$ cat config.mk
export PLATFORM = sky130hd
export DESIGN_NAME = trap_prio_ctrl
export DESIGN_NICKNAME = d
export VERILOG_FILES = /design/src/rtl/trap_pkg.sv /design/src/rtl/trap_flags.sv /design/src/rtl/trap_arb.sv /design/src/rtl/trap_lvl_stack.sv /design/src/rtl/trap_prio_ctrl.sv
export SDC_FILE = /design/constraint.sdc
export NUM_CORES = 1
export LEC_CHECK = 0
export BUFFER_PORTS_ARGS = -buffer_cell sky130_fd_sc_hd__buf_2
export CORE_UTILIZATION = 46
export DETAILED_ROUTE_END_ITERATION = 6
export PLACE_DENSITY = 0.78
export SLEW_MARGIN = 20
export SYNTH_ARGS = -nofsm -noshare
export SYNTH_HDL_FRONTEND = slang
export SYNTH_SLANG_ARGS = --single-unit
$ cat constraint.sdc
create_clock -name clk -period 2.2 [get_ports clk]
set_input_delay 0.44 -clock clk [delete_from_list [all_inputs] [get_ports clk]]
set_output_delay 0.44 -clock clk [all_outputs]
set_load 0.1 [all_outputs]
$ cat src/rtl/trap_pkg.sv
package trap_pkg;
   localparam int NUM_FLAGS = 11;
   localparam int RST_LO    = 0;
   localparam int RST_CNT   = 3;
   localparam int CLA_LO    = 3;
   localparam int CLA_CNT   = 3;
   localparam int CLB_LO    = 6;
   localparam int CLB_CNT   = 5;
   localparam int NUM_W     = 7;

   localparam logic [NUM_W-1:0] NUM_RESET  = 7'h00;
   localparam logic [NUM_W-1:0] NUM_CLA0   = 7'h02;
   localparam logic [NUM_W-1:0] NUM_CLASSB = 7'h0A;

   typedef enum logic [1:0] {
      LVL_NONE = 2'd0,
      LVL_B    = 2'd1,
      LVL_A    = 2'd2,
      LVL_RST  = 2'd3
   } lvl_e;
endpackage

$ cat src/rtl/trap_flags.sv
module trap_flags
   import trap_pkg::*;
#(
   parameter int NF = NUM_FLAGS
) (
   input  logic          clk,
   input  logic          rst_n,
   input  logic [NF-1:0] set_i,
   input  logic [NF-1:0] consume_i,
   input  logic          wr_i,
   input  logic [NF-1:0] wdata_i,
   output logic [NF-1:0] flags_o,
   output logic [NF-1:0] pend_o
);
   logic [NF-1:0] flags_q, pend_q;

   always_ff @(posedge clk or negedge rst_n) begin
      if (!rst_n) begin
         flags_q <= '0;
         pend_q  <= '0;
      end else begin
         flags_q <= (wr_i ? (flags_q & wdata_i) : flags_q) | set_i;
         pend_q  <= (pend_q & ~consume_i) | set_i;
      end
   end

   assign flags_o = flags_q;
   assign pend_o  = pend_q;

   p_flag_sticky_r3: assert property (@(posedge clk) disable iff (!rst_n)
      !wr_i |=> (($past(flags_q) & ~flags_q) == '0));

   p_flag_set_r2: assert property (@(posedge clk) disable iff (!rst_n)
      (set_i != '0) |=> ((flags_q & $past(set_i)) == $past(set_i)));
endmodule

$ cat src/rtl/trap_arb.sv
module trap_arb
   import trap_pkg::*;
(
   input  logic [NUM_FLAGS-1:0] pend_i,
   output lvl_e                 req_lvl_o,
   output logic [NUM_W-1:0]     req_num_o,
   output logic [NUM_FLAGS-1:0] consume_o
);
   always_comb begin
      req_lvl_o = LVL_NONE;
      req_num_o = '0;
      consume_o = '0;
      if (|pend_i[CLB_LO +: CLB_CNT]) begin
         req_lvl_o = LVL_B;
         req_num_o = NUM_CLASSB;
         consume_o[CLB_LO +: CLB_CNT] = '1;
      end
      if (|pend_i[CLA_LO +: CLA_CNT]) begin
         req_lvl_o = LVL_A;
         consume_o = '0;
         for (int i = CLA_CNT - 1; i >= 0; i--) begin
            if (pend_i[CLA_LO + i]) begin
               req_num_o = NUM_CLA0 + NUM_W'(2 * i);
               consume_o = '0;
               consume_o[CLA_LO + i] = 1'b1;
            end
         end
      end
      if (|pend_i[RST_LO +: RST_CNT]) begin
         req_lvl_o = LVL_RST;
         req_num_o = NUM_RESET;
         consume_o = '0;
         consume_o[RST_LO +: RST_CNT] = '1;
      end
   end
endmodule

$ cat src/rtl/trap_lvl_stack.sv
module trap_lvl_stack #(
   parameter int DEPTH = 3,
   parameter int LW    = 2
) (
   input  logic          clk,
   input  logic          rst_n,
   input  logic          push_i,
   input  logic          pop_i,
   input  logic [LW-1:0] push_val_i,
   output logic [LW-1:0] top_o
);
   logic [LW-1:0] ent_q [DEPTH];

   always_ff @(posedge clk or negedge rst_n) begin
      if (!rst_n) begin
         for (int i = 0; i < DEPTH; i++) ent_q[i] <= '0;
      end else if (push_i) begin
         ent_q[0] <= push_val_i;
         for (int i = 1; i < DEPTH; i++) ent_q[i] <= ent_q[i-1];
      end else if (pop_i) begin
         for (int i = 0; i < DEPTH - 1; i++) ent_q[i] <= ent_q[i+1];
         ent_q[DEPTH-1] <= '0;
      end
   end

   assign top_o = ent_q[0];

   p_push_pop_excl_r9: assert property (@(posedge clk) disable iff (!rst_n)
      !(push_i && pop_i));
endmodule

$ cat src/rtl/trap_prio_ctrl.sv
module trap_prio_ctrl
   import trap_pkg::*;
#(
   parameter int ADDR_W     = 24,
   parameter int NEST_DEPTH = 3
) (
   input  logic                 clk,
   input  logic                 rst_n,
   input  logic [RST_CNT-1:0]   rst_src_i,
   input  logic                 nmi_i,
   input  logic                 stk_ovf_i,
   input  logic                 stk_unf_i,
   input  logic [CLB_CNT-1:0]   fault_b_i,
   input  logic                 sw_trap_i,
   input  logic [NUM_W-1:0]     sw_num_i,
   input  logic                 trap_ret_i,
   input  logic                 flag_wr_i,
   input  logic [NUM_FLAGS-1:0] flag_wdata_i,
   output logic                 trap_take_o,
   output logic [ADDR_W-1:0]    trap_vec_o,
   output logic [NUM_W-1:0]     trap_num_o,
   output logic [1:0]           svc_lvl_o,
   output logic                 irq_block_o,
   output logic [NUM_FLAGS-1:0] flags_o
);
   localparam int VEC_BITS = NUM_W + 2;

   generate
      if (ADDR_W < VEC_BITS) begin : g_bad_addr
         $error("ADDR_W too narrow for vector table");
      end
      if (NEST_DEPTH < 3) begin : g_bad_depth
         $error("NEST_DEPTH must hold three nested levels");
      end
   endgenerate

   logic [NUM_FLAGS-1:0] set_vec, pend, consume_mask, consume;
   lvl_e                 req_lvl, cur_lvl_q;
   logic [NUM_W-1:0]     req_num, num_q;
   logic [1:0]           stk_top;
   logic                 hw_go, sw_go, take_q;

   assign set_vec = {fault_b_i, stk_unf_i, stk_ovf_i, nmi_i, rst_src_i};

   trap_flags #(.NF(NUM_FLAGS)) u_flags (
      .clk(clk), .rst_n(rst_n), .set_i(set_vec), .consume_i(consume),
      .wr_i(flag_wr_i), .wdata_i(flag_wdata_i),
      .flags_o(flags_o), .pend_o(pend)
   );

   trap_arb u_arb (
      .pend_i(pend), .req_lvl_o(req_lvl),
      .req_num_o(req_num), .consume_o(consume_mask)
   );

   assign hw_go   = !trap_ret_i && (req_lvl > cur_lvl_q);
   assign sw_go   = !trap_ret_i && !hw_go && sw_trap_i && (cur_lvl_q == LVL_NONE);
   assign consume = hw_go ? consume_mask : '0;

   trap_lvl_stack #(.DEPTH(NEST_DEPTH), .LW(2)) u_stack (
      .clk(clk), .rst_n(rst_n), .push_i(hw_go), .pop_i(trap_ret_i),
      .push_val_i(cur_lvl_q), .top_o(stk_top)
   );

   always_ff @(posedge clk or negedge rst_n) begin
      if (!rst_n) begin
         take_q    <= 1'b0;
         num_q     <= '0;
         cur_lvl_q <= LVL_NONE;
      end else begin
         take_q <= hw_go | sw_go;
         if (hw_go) begin
            num_q     <= req_num;
            cur_lvl_q <= req_lvl;
         end else if (sw_go) begin
            num_q <= sw_num_i;
         end else if (trap_ret_i) begin
            cur_lvl_q <= lvl_e'(stk_top);
         end
      end
   end

   assign trap_take_o = take_q;
   assign trap_num_o  = num_q;
   assign trap_vec_o  = {{(ADDR_W-VEC_BITS){1'b0}}, num_q, 2'b00};
   assign svc_lvl_o   = cur_lvl_q;
   assign irq_block_o = (cur_lvl_q != LVL_NONE);

   p_lvl_up_r8: assert property (@(posedge clk) disable iff (!rst_n)
      (trap_take_o && svc_lvl_o != 2'd0) |-> (svc_lvl_o > $past(svc_lvl_o)));

   p_ret_no_take_r9: assert property (@(posedge clk) disable iff (!rst_n)
      trap_ret_i |=> !trap_take_o);

   p_sw_gated_r11: assert property (@(posedge clk) disable iff (!rst_n)
      (sw_trap_i && svc_lvl_o != 2'd0) |=> (!trap_take_o || svc_lvl_o > $past(svc_lvl_o)));

   p_no_reserved_r12: assert property (@(posedge clk) disable iff (!rst_n)
      (trap_take_o && svc_lvl_o != 2'd0) |-> !(trap_num_o >= 7'h0B && trap_num_o <= 7'h0F));

   p_block_on_take_r10: assert property (@(posedge clk) disable iff (!rst_n)
      (trap_take_o && svc_lvl_o != 2'd0) |-> irq_block_o);
endmodule

==> impl_metrics.prom, run 1 <==
# TYPE chip_impl_metric gauge
chip_impl_metric{name="finalSetupViolCount",unit=""} 0
chip_impl_info{name="synth_top_cells_by_count",value="sky130_fd_sc_hd__dfrtp_1, sky130_fd_sc_hd__buf_4, sky130_fd_sc_hd__a21o_1, sky130_fd_sc_hd__nand2b_1, sky130_fd_sc_hd__nand2_1"} 1
chip_impl_metric{name="routed_length_per_placed_instance",unit="microns"} 12.4
chip_impl_metric{name="worst_clock_skew",unit="ps"} 4.31
chip_impl_metric{name="grt_overflow_total",unit=""} 0
chip_impl_metric{name="syn_avg_cell_area",unit="sq um"} 11.2
chip_impl_metric{name="drive_gt1_share",unit="%"} 40.6
chip_impl_metric{name="route.detailed.drc",unit=""} 0
chip_impl_metric{name="maximum_number_of_pins_on_one_net_before_global_route_repair",unit=""} 25
chip_impl_metric{name="crit_fanout",unit=""} 6
chip_impl_metric{name="cts.sinks",unit=""} 38
chip_impl_info{name="hold_wc_path_type",value="in -> async"} 1
chip_impl_info{name="critical_path.reg2reg.endpoint",value="trap_num_o[0]$_DFFE_PN0P_"} 1
chip_impl_metric{name="combPwrFrac",unit="%"} 52.1
chip_impl_metric{name="final_antenna_net_count",unit=""} 0
chip_impl_metric{name="place_worst_setup_slack",unit="ps"} -11.4
chip_impl_metric{name="postRouteWirelength",unit="microns"} 3430
chip_impl_metric{name="hold_viol_final",unit=""} 0
chip_impl_metric{name="min_period",unit="ps"} 2070
chip_impl_metric{name="dr_wl_met2",unit="microns"} 1560
chip_impl_info{name="netlist_top_cells_area",value="sky130_fd_sc_hd__dfrtp_1, sky130_fd_sc_hd__buf_4, sky130_fd_sc_hd__a21o_1"} 1
chip_impl_metric{name="drt_pre_antenna_iters",unit=""} 4
chip_impl_metric{name="place.detailed.hpwl",unit="microns"} 2630
chip_impl_info{name="worst_r2r_startpoint",value="u_flags.pend_o[2]$_DFF_PN0_"} 1
chip_impl_info{name="cts_root_buffer",value="sky130_fd_sc_hd__clkbuf_8"} 1
chip_impl_metric{name="design.portCount",unit=""} 80
chip_impl_metric{name="slew_headroom",unit="%"} 65.3
chip_impl_metric{name="antenna_found_initial",unit=""} 0
chip_impl_metric{name="fp.dieH",unit="microns"} 64.8
chip_impl_metric{name="vias_in_the_first_global_route",unit=""} 1290
chip_impl_metric{name="areaGrowthSynthToFinish",unit="%"} 24.7
chip_impl_metric{name="vdd.ir_drop.worst",unit="mV"} 0.477
chip_impl_metric{name="finalMaxSlewViolations",unit=""} 0
chip_impl_metric{name="yosys.area.top_type_share",unit="%"} 52.4
chip_impl_metric{name="cts_made_buffers",unit=""} 5
chip_impl_metric{name="swShare",unit="%"} 52.0
chip_impl_metric{name="clock_latency",unit="ps"} 290
chip_impl_metric{name="syn_inst",unit=""} 162
chip_impl_metric{name="async_reset_ff_share",unit="%"} 100
chip_impl_metric{name="synth.ff_latch_count",unit=""} 38
chip_impl_metric{name="synth_seq_area_share",unit="%"} 52.4
chip_impl_metric{name="place.port_buffers",unit=""} 62
chip_impl_metric{name="cp_data_required_time",unit="ps"} 2370
chip_impl_metric{name="die_w",unit="microns"} 64.8
chip_impl_metric{name="max_freq",unit="MHz"} 483
chip_impl_metric{name="synth_edf_count",unit=""} 0
chip_impl_metric{name="dr_wl_met3",unit="microns"} 255
chip_impl_metric{name="met1Wirelength",unit="microns"} 1560
chip_impl_metric{name="ys_types",unit=""} 34
chip_impl_info{name="synth.most_common_cell",value="sky130_fd_sc_hd__dfrtp_1"} 1
chip_impl_metric{name="period_share",unit="%"} 94.0
chip_impl_metric{name="mappedNetlistArea",unit="sq um"} 1820
chip_impl_metric{name="rr_worst_depth",unit=""} 7
chip_impl_metric{name="grtUsageTotal",unit="%"} 18.3
chip_impl_metric{name="clkTransAtPathRegs",unit="ps"} 70
chip_impl_metric{name="fp.coreArea",unit="sq um"} 3720
chip_impl_metric{name="final_nets",unit=""} 265
chip_impl_metric{name="hold_buffer_count_at_cts",unit=""} 0
chip_impl_metric{name="yosys_warnings",unit=""} 0
chip_impl_metric{name="final.setup.worst_slack",unit="ps"} 131
chip_impl_metric{name="post-route-util",unit="%"} 60.9
chip_impl_metric{name="floorplan.die_area",unit="sq um"} 4200
chip_impl_metric{name="htree_levels",unit=""} 2
chip_impl_metric{name="gpl.final_weighted_congestion",unit=""} 0.782
chip_impl_metric{name="power.density",unit="nW/um^2"} 1400
chip_impl_info{name="crit_path_end_kind",value="register"} 1
chip_impl_info{name="dr.max_layer_used",value="met4"} 1
chip_impl_metric{name="fin_worst_hold_slack",unit="ps"} 122
chip_impl_info{name="yosys_most_used_dff",value="sky130_fd_sc_hd__dfrtp_1"} 1
chip_impl_metric{name="worst-endpoint-arrival",unit="ps"} 2240
chip_impl_metric{name="timing_worst_slew_pin_value",unit="ps"} 520
chip_impl_metric{name="power.switching",unit="uW"} 1660
chip_impl_metric{name="num_vias",unit=""} 1371
chip_impl_metric{name="cts.path.max_buffers",unit=""} 2
chip_impl_metric{name="leakagePower",unit="uW"} 0.00110
chip_impl_info{name="outcome",value="completed"} 1
chip_impl_metric{name="intPower",unit="uW"} 1530
chip_impl_metric{name="power.total",unit="uW"} 3180
chip_impl_info{name="tritoncts",value="built"} 1
chip_impl_metric{name="dr.first_iter.drc_count",unit=""} 68
chip_impl_info{name="timing.critical_path.from_type",value="register"} 1
chip_impl_metric{name="global_route_wire_length_before_repair",unit="microns"} 5780
chip_impl_metric{name="total_of_max_cap_violations",unit=""} 0
chip_impl_info{name="synth_top_cell_by_area",value="sky130_fd_sc_hd__dfrtp_1"} 1
chip_impl_metric{name="rrSetupSlack",unit="ps"} 130
chip_impl_metric{name="antenna_cells_inserted",unit=""} 0
chip_impl_metric{name="route.detailed.vias_per_inst",unit=""} 4.95
chip_impl_info{name="path_class",value="reg -> reg"} 1
chip_impl_metric{name="pwr-share-seq",unit="%"} 29.3
chip_impl_metric{name="setup-tns-final",unit="ps"} 0
chip_impl_metric{name="power.share.clock",unit="%"} 18.5
chip_impl_metric{name="placement_rows",unit=""} 22
chip_impl_metric{name="floorplan.initialDensity",unit="%"} 48.9
==> final cells by class <==
type / count / area, sq um
Sequential cell: 38 / 952
Inverter: 5 / 18.8
Fill cell: 328 / 1450
Multi-Input combinational cell: 108 / 731
Timing Repair Buffer: 71 / 390
Clock buffer: 6 / 82.6
Clock inverter: 1 / 30.0
Tap cell: 48 / 60.1
==> cell usage in the layout (no fill, tap or decap), types with 2 or more instances in the layout <==
cell type and n:
sky130_fd_sc_hd__nor2_1 4, sky130_fd_sc_hd__o21ai_1 5, sky130_fd_sc_hd__ha_1 2, sky130_fd_sc_hd__dfrtp_1 37, sky130_fd_sc_hd__nand2_1 10, sky130_fd_sc_hd__a22o_1 6
sky130_fd_sc_hd__a21oi_2 2, sky130_fd_sc_hd__buf_2 62, sky130_fd_sc_hd__nor3_2 2, sky130_fd_sc_hd__conb_1 17, sky130_fd_sc_hd__a21o_1 20, sky130_fd_sc_hd__nor3_1 2
sky130_fd_sc_hd__mux2i_1 3, sky130_fd_sc_hd__a22oi_1 5, sky130_fd_sc_hd__nor2_2 2, sky130_fd_sc_hd__buf_4 8, sky130_fd_sc_hd__nand2b_1 12, sky130_fd_sc_hd__inv_1 4
sky130_fd_sc_hd__clkbuf_8 6
==> flip-flops by register name (all words and copies together), names as in the netlist <==
signal,cells
u_flags.flags_o,11
trap_num_o,7
u_flags.pend_o,11
u_stack.top_o,2
svc_lvl_o,2
trap_take_o,1
u_stack.ent_q,4
==> what timing repair did <==
item                                    in CTS  in global routing
endpoints found under the setup margin       8                 19
hold endpoints to repair                     0                  0
cloned                                       0                  0
gates resized for setup                      1                  5
setup buffers                                0                  0
==> metal layers <==
metal	up-vias	global-route usage (%)
li1	651	-
met1	646	23.5
met2	67	28.4
met3	7	5.28
met4	0	8.33
met5	-	0
==> through the flow <==
step | instance area [sq um] | instances
global placement | 2120 | 270
floorplan | 1880 | 178
CTS | 2240 | 277
detailed placement | 2120 | 270
finish | 2260 | 277
global route | 2260 | 277
==> worst max path at each step <==
stage,startpoint,to,cells after the start
global route,u_flags.pend_o[5]$_DFF_PN0_,u_stack.top_o[0]$_DFFE_PN0P_,9
global placement,u_flags.pend_o[2]$_DFF_PN0_,trap_num_o[0]$_DFFE_PN0P_,7
CTS,u_flags.pend_o[2]$_DFF_PN0_,u_flags.pend_o[7]$_DFF_PN0_,7
detailed placement,u_flags.pend_o[2]$_DFF_PN0_,u_flags.pend_o[7]$_DFF_PN0_,7
floorplan,svc_lvl_o[0]$_DFFE_PN0P_,trap_num_o[0]$_DFFE_PN0P_,5
finish,u_flags.pend_o[2]$_DFF_PN0_,trap_num_o[0]$_DFFE_PN0P_,7
==> critical path, stage by stage (launching register included) <==
cell,delay [ps]
sky130_fd_sc_hd__dfrtp_1,400
sky130_fd_sc_hd__or3_4,420
sky130_fd_sc_hd__a21oi_2,130
sky130_fd_sc_hd__ha_1,260
sky130_fd_sc_hd__a21oi_2,190
sky130_fd_sc_hd__o21a_4,210
sky130_fd_sc_hd__nor2_2,80
sky130_fd_sc_hd__a22o_1,250
==> kinds of logic after synthesis <==
logic type	after synthesis	synth area share (%)
AOI/OAI and AO/OA	46	19.4
adders and majority gates	2	1.38
buffers and inverters	32	12.2
DFF	38	52.4
muxes	3	1.65
other	1	0.207
and+or+nand+nor	40	12.8
==> power by group through the flow <==
stage	logic, uW	registers, uW	clock network (uW)
final	1660	933	589
after global routing	1740	951	634
after CTS	1660	927	603
after detailed placement	1650	938	0
after global placement	1630	938	0
after floorplan	879	1470	0
Power figures use the tool's default switching activity.
==> run 2: changes to the inputs <==
ABC_AREA = 1   (was unset)
==> run 2 against run 1 <==
  * Synthesized cell count increased by 31%
  * Final area decreased by 3.3%
  * Register-to-register slack better by 30 ps
  * Core utilization decreased by 2.4 points
  * Die area up 0.40%
  * Wire length shrank 3.5%
  * Largest cell class unchanged
  * Highest routed layer is now met3
==> impl_metrics.prom, run 2 <==
# TYPE chip_impl_metric gauge
chip_impl_info{name="outcome",value="completed"} 1
chip_impl_metric{name="rrSetupSlack",unit="ps"} 160
chip_impl_metric{name="place.port_buffers",unit=""} 62
chip_impl_info{name="netlist_top_cells_area",value="sky130_fd_sc_hd__dfrtp_1, sky130_fd_sc_hd__nand2_1, sky130_fd_sc_hd__buf_4"} 1
chip_impl_metric{name="antenna_found_initial",unit=""} 0
chip_impl_info{name="path_class",value="reg -> reg"} 1
chip_impl_metric{name="rr_worst_depth",unit=""} 12
chip_impl_metric{name="global_route_wire_length_before_repair",unit="microns"} 5660
chip_impl_metric{name="design.portCount",unit=""} 80
chip_impl_info{name="synth_top_cell_by_area",value="sky130_fd_sc_hd__dfrtp_1"} 1
chip_impl_metric{name="drive_gt1_share",unit="%"} 30.3
chip_impl_metric{name="total_of_max_cap_violations",unit=""} 0
chip_impl_metric{name="floorplan.initialDensity",unit="%"} 48.7
chip_impl_metric{name="syn_inst",unit=""} 212
chip_impl_metric{name="leakagePower",unit="uW"} 0.00121
chip_impl_metric{name="vdd.ir_drop.worst",unit="mV"} 0.716
chip_impl_metric{name="grtUsageTotal",unit="%"} 17.6
chip_impl_info{name="crit_path_end_kind",value="register"} 1
chip_impl_metric{name="fp.coreArea",unit="sq um"} 3740
chip_impl_metric{name="routed_length_per_placed_instance",unit="microns"} 10.3
chip_impl_metric{name="power.density",unit="nW/um^2"} 1600
chip_impl_metric{name="period_share",unit="%"} 92.5
chip_impl_metric{name="place.detailed.hpwl",unit="microns"} 2520
chip_impl_metric{name="num_vias",unit=""} 1476
chip_impl_metric{name="antenna_cells_inserted",unit=""} 0
chip_impl_metric{name="vias_in_the_first_global_route",unit=""} 1360
chip_impl_metric{name="hold_viol_final",unit=""} 0
chip_impl_metric{name="fin_worst_hold_slack",unit="ps"} 193
chip_impl_info{name="cts_root_buffer",value="sky130_fd_sc_hd__clkbuf_8"} 1
chip_impl_info{name="layout_commonest_cell",value="sky130_fd_sc_hd__buf_2"} 1
chip_impl_info{name="yosys_most_used_dff",value="sky130_fd_sc_hd__dfrtp_1"} 1
chip_impl_metric{name="hold_buffer_count_at_cts",unit=""} 0
chip_impl_metric{name="worst_clock_skew",unit="ps"} 5.46
chip_impl_metric{name="final_antenna_net_count",unit=""} 0
chip_impl_metric{name="place_area",unit="sq um"} 2060
chip_impl_info{name="mostFrequentLayoutCells",value="sky130_fd_sc_hd__buf_2, sky130_fd_sc_hd__nand2_1, sky130_fd_sc_hd__dfrtp_1"} 1
chip_impl_metric{name="synth_seq_area_share",unit="%"} 52.2
chip_impl_metric{name="clkTransAtPathRegs",unit="ps"} 70
chip_impl_metric{name="final_nets",unit=""} 310
chip_impl_metric{name="htree_levels",unit=""} 2
chip_impl_metric{name="worst-endpoint-arrival",unit="ps"} 2200
chip_impl_metric{name="min_period",unit="ps"} 2040
chip_impl_info{name="tritoncts",value="built"} 1
chip_impl_metric{name="post_route_standard_cell_area_excluding_fillers",unit="sq um"} 2190
chip_impl_metric{name="finalMaxSlewViolations",unit=""} 0
chip_impl_metric{name="cts.sinks",unit=""} 38
chip_impl_metric{name="areaGrowthSynthToFinish",unit="%"} 20.2
chip_impl_metric{name="fp.dieH",unit="microns"} 65.0
chip_impl_info{name="hold_wc_path_type",value="in -> async"} 1
chip_impl_metric{name="route.detailed.drc",unit=""} 0
chip_impl_metric{name="synth_edf_count",unit=""} 0
chip_impl_metric{name="maximum_number_of_pins_on_one_net_before_global_route_repair",unit=""} 39
chip_impl_metric{name="dr.first_iter.drc_count",unit=""} 65
chip_impl_metric{name="yosys_warnings",unit=""} 0
chip_impl_metric{name="cts.path.max_buffers",unit=""} 2
chip_impl_metric{name="setup-tns-final",unit="ps"} 0
chip_impl_metric{name="final.setup.worst_slack",unit="ps"} 164
chip_impl_info{name="synth_top_cells_by_count",value="sky130_fd_sc_hd__nand2_1, sky130_fd_sc_hd__dfrtp_1, sky130_fd_sc_hd__inv_1, sky130_fd_sc_hd__buf_4, sky130_fd_sc_hd__o21ai_0"} 1
chip_impl_metric{name="cts_made_buffers",unit=""} 5
chip_impl_metric{name="floorplan.die_area",unit="sq um"} 4220
chip_impl_metric{name="fill_cells",unit=""} 360
chip_impl_metric{name="die_w",unit="microns"} 65.0
chip_impl_info{name="timing.critical_path.from_type",value="register"} 1
chip_impl_metric{name="drt_pre_antenna_iters",unit=""} 4
chip_impl_metric{name="grt_overflow_total",unit=""} 0
chip_impl_metric{name="postRouteWirelength",unit="microns"} 3320
chip_impl_info{name="critical_path.reg2reg.endpoint",value="u_flags.pend_o[5]$_DFF_PN0_"} 1
chip_impl_metric{name="route.detailed.vias_per_inst",unit=""} 4.58
chip_impl_metric{name="yosys.area.top_type_share",unit="%"} 52.2
chip_impl_metric{name="ys_types",unit=""} 21
chip_impl_metric{name="cp_data_required_time",unit="ps"} 2360
chip_impl_metric{name="clock_latency",unit="ps"} 280
chip_impl_metric{name="mappedNetlistArea",unit="sq um"} 1820
chip_impl_metric{name="place_worst_setup_slack",unit="ps"} 5.77
chip_impl_metric{name="gpl.final_weighted_congestion",unit=""} 0.838
chip_impl_metric{name="max_freq",unit="MHz"} 491
chip_impl_metric{name="async_reset_ff_share",unit="%"} 100
chip_impl_metric{name="crit_fanout",unit=""} 11
chip_impl_metric{name="syn_avg_cell_area",unit="sq um"} 8.60
chip_impl_metric{name="placement_rows",unit=""} 22
chip_impl_metric{name="power.total",unit="uW"} 3500
chip_impl_info{name="worst_r2r_startpoint",value="u_flags.pend_o[0]$_DFF_PN0_"} 1
chip_impl_info{name="synth.most_common_cell",value="sky130_fd_sc_hd__nand2_1"} 1
chip_impl_metric{name="synth.ff_latch_count",unit=""} 38
chip_impl_metric{name="finalSetupViolCount",unit=""} 0
## run 2: stage by stage
stage                     cells  util, %
final                       322     58.5
after global placement      312     55.1
after CTS                   319     57.5
after global routing        322     58.5
after floorplan             228        -
after detailed placement    312     55.1
## run 2: cell type report
cell class / count / area (sq um) / share of cell area (%)
sequential: 38 / 952 / 43.5
multi-input combinational: 134 / 641 / 29.2
timing repair buffer: 66 / 340 / 15.5
inverter: 29 / 111 / 5.08
clock buffer: 7 / 86.3 / 3.94
tap: 48 / 60.1 / 2.74
## run 2: worst max-delay path by stage
stage / start / end / slack (ps) / depth (start not counted)
detailed placement: u_flags.pend_o[0]$_DFF_PN0_ / u_flags.pend_o[9]$_DFF_PN0_ / 6 / 12
global route: u_flags.pend_o[0]$_DFF_PN0_ / u_flags.pend_o[5]$_DFF_PN0_ / -10 / 12
CTS: u_flags.pend_o[0]$_DFF_PN0_ / u_flags.pend_o[9]$_DFF_PN0_ / -6 / 12
finish: u_flags.pend_o[0]$_DFF_PN0_ / u_flags.pend_o[5]$_DFF_PN0_ / 160 / 12
floorplan: svc_lvl_o[0]$_DFFE_PN0P_ / irq_block_o / 130 / 2
global placement: u_flags.pend_o[0]$_DFF_PN0_ / u_flags.pend_o[10]$_DFF_PN0_ / 110 / 12
## run 2: layer usage
metal,vias to the layer above,global-route usage [%],part of all wire [%]
met5,-,0,0
met4,0,4.17,0
met3,0,5.46,5.9
met2,53,29.9,48
met1,684,21.5,46
li1,739,-,-
## run 2: cell families after synthesis
logic type,synth area share [%]
buffers and inverters,17.0
and+or+nand+nor,22.0
DFF,52.2
AOI/OAI and AO/OA,7.27
adders and majority gates,1.37
other,0.206
## run 2: worst max-delay path, cell delays in order, from the launching register on
cell and delay [ps]:
sky130_fd_sc_hd__dfrtp_1 360, sky130_fd_sc_hd__inv_1 80, sky130_fd_sc_hd__nand3_2 130, sky130_fd_sc_hd__nor2_2 150, sky130_fd_sc_hd__nand3_1 110, sky130_fd_sc_hd__ha_1 300
sky130_fd_sc_hd__nand2_1 50, sky130_fd_sc_hd__nand2_1 90, sky130_fd_sc_hd__nand3_4 170, sky130_fd_sc_hd__inv_4 160, sky130_fd_sc_hd__nand2_1 80, sky130_fd_sc_hd__o21ai_0 150
sky130_fd_sc_hd__nand2_1 80
## run 2: power by group
part           total (uW)  internal, uW  switching (uW)
Combinational        2070           313            1760
Sequential            964           863             100
Clock                 467           248             219
Total                3500          1420            2080
## run 2: repair_timing
| item | in CTS | in global routing |
|---|---|---|
| setup endpoints to repair | 1 | 16 |
| gates cloned | 0 | 0 |
| buffers inserted | 0 | 3 |
| resized for setup | 0 | 5 |
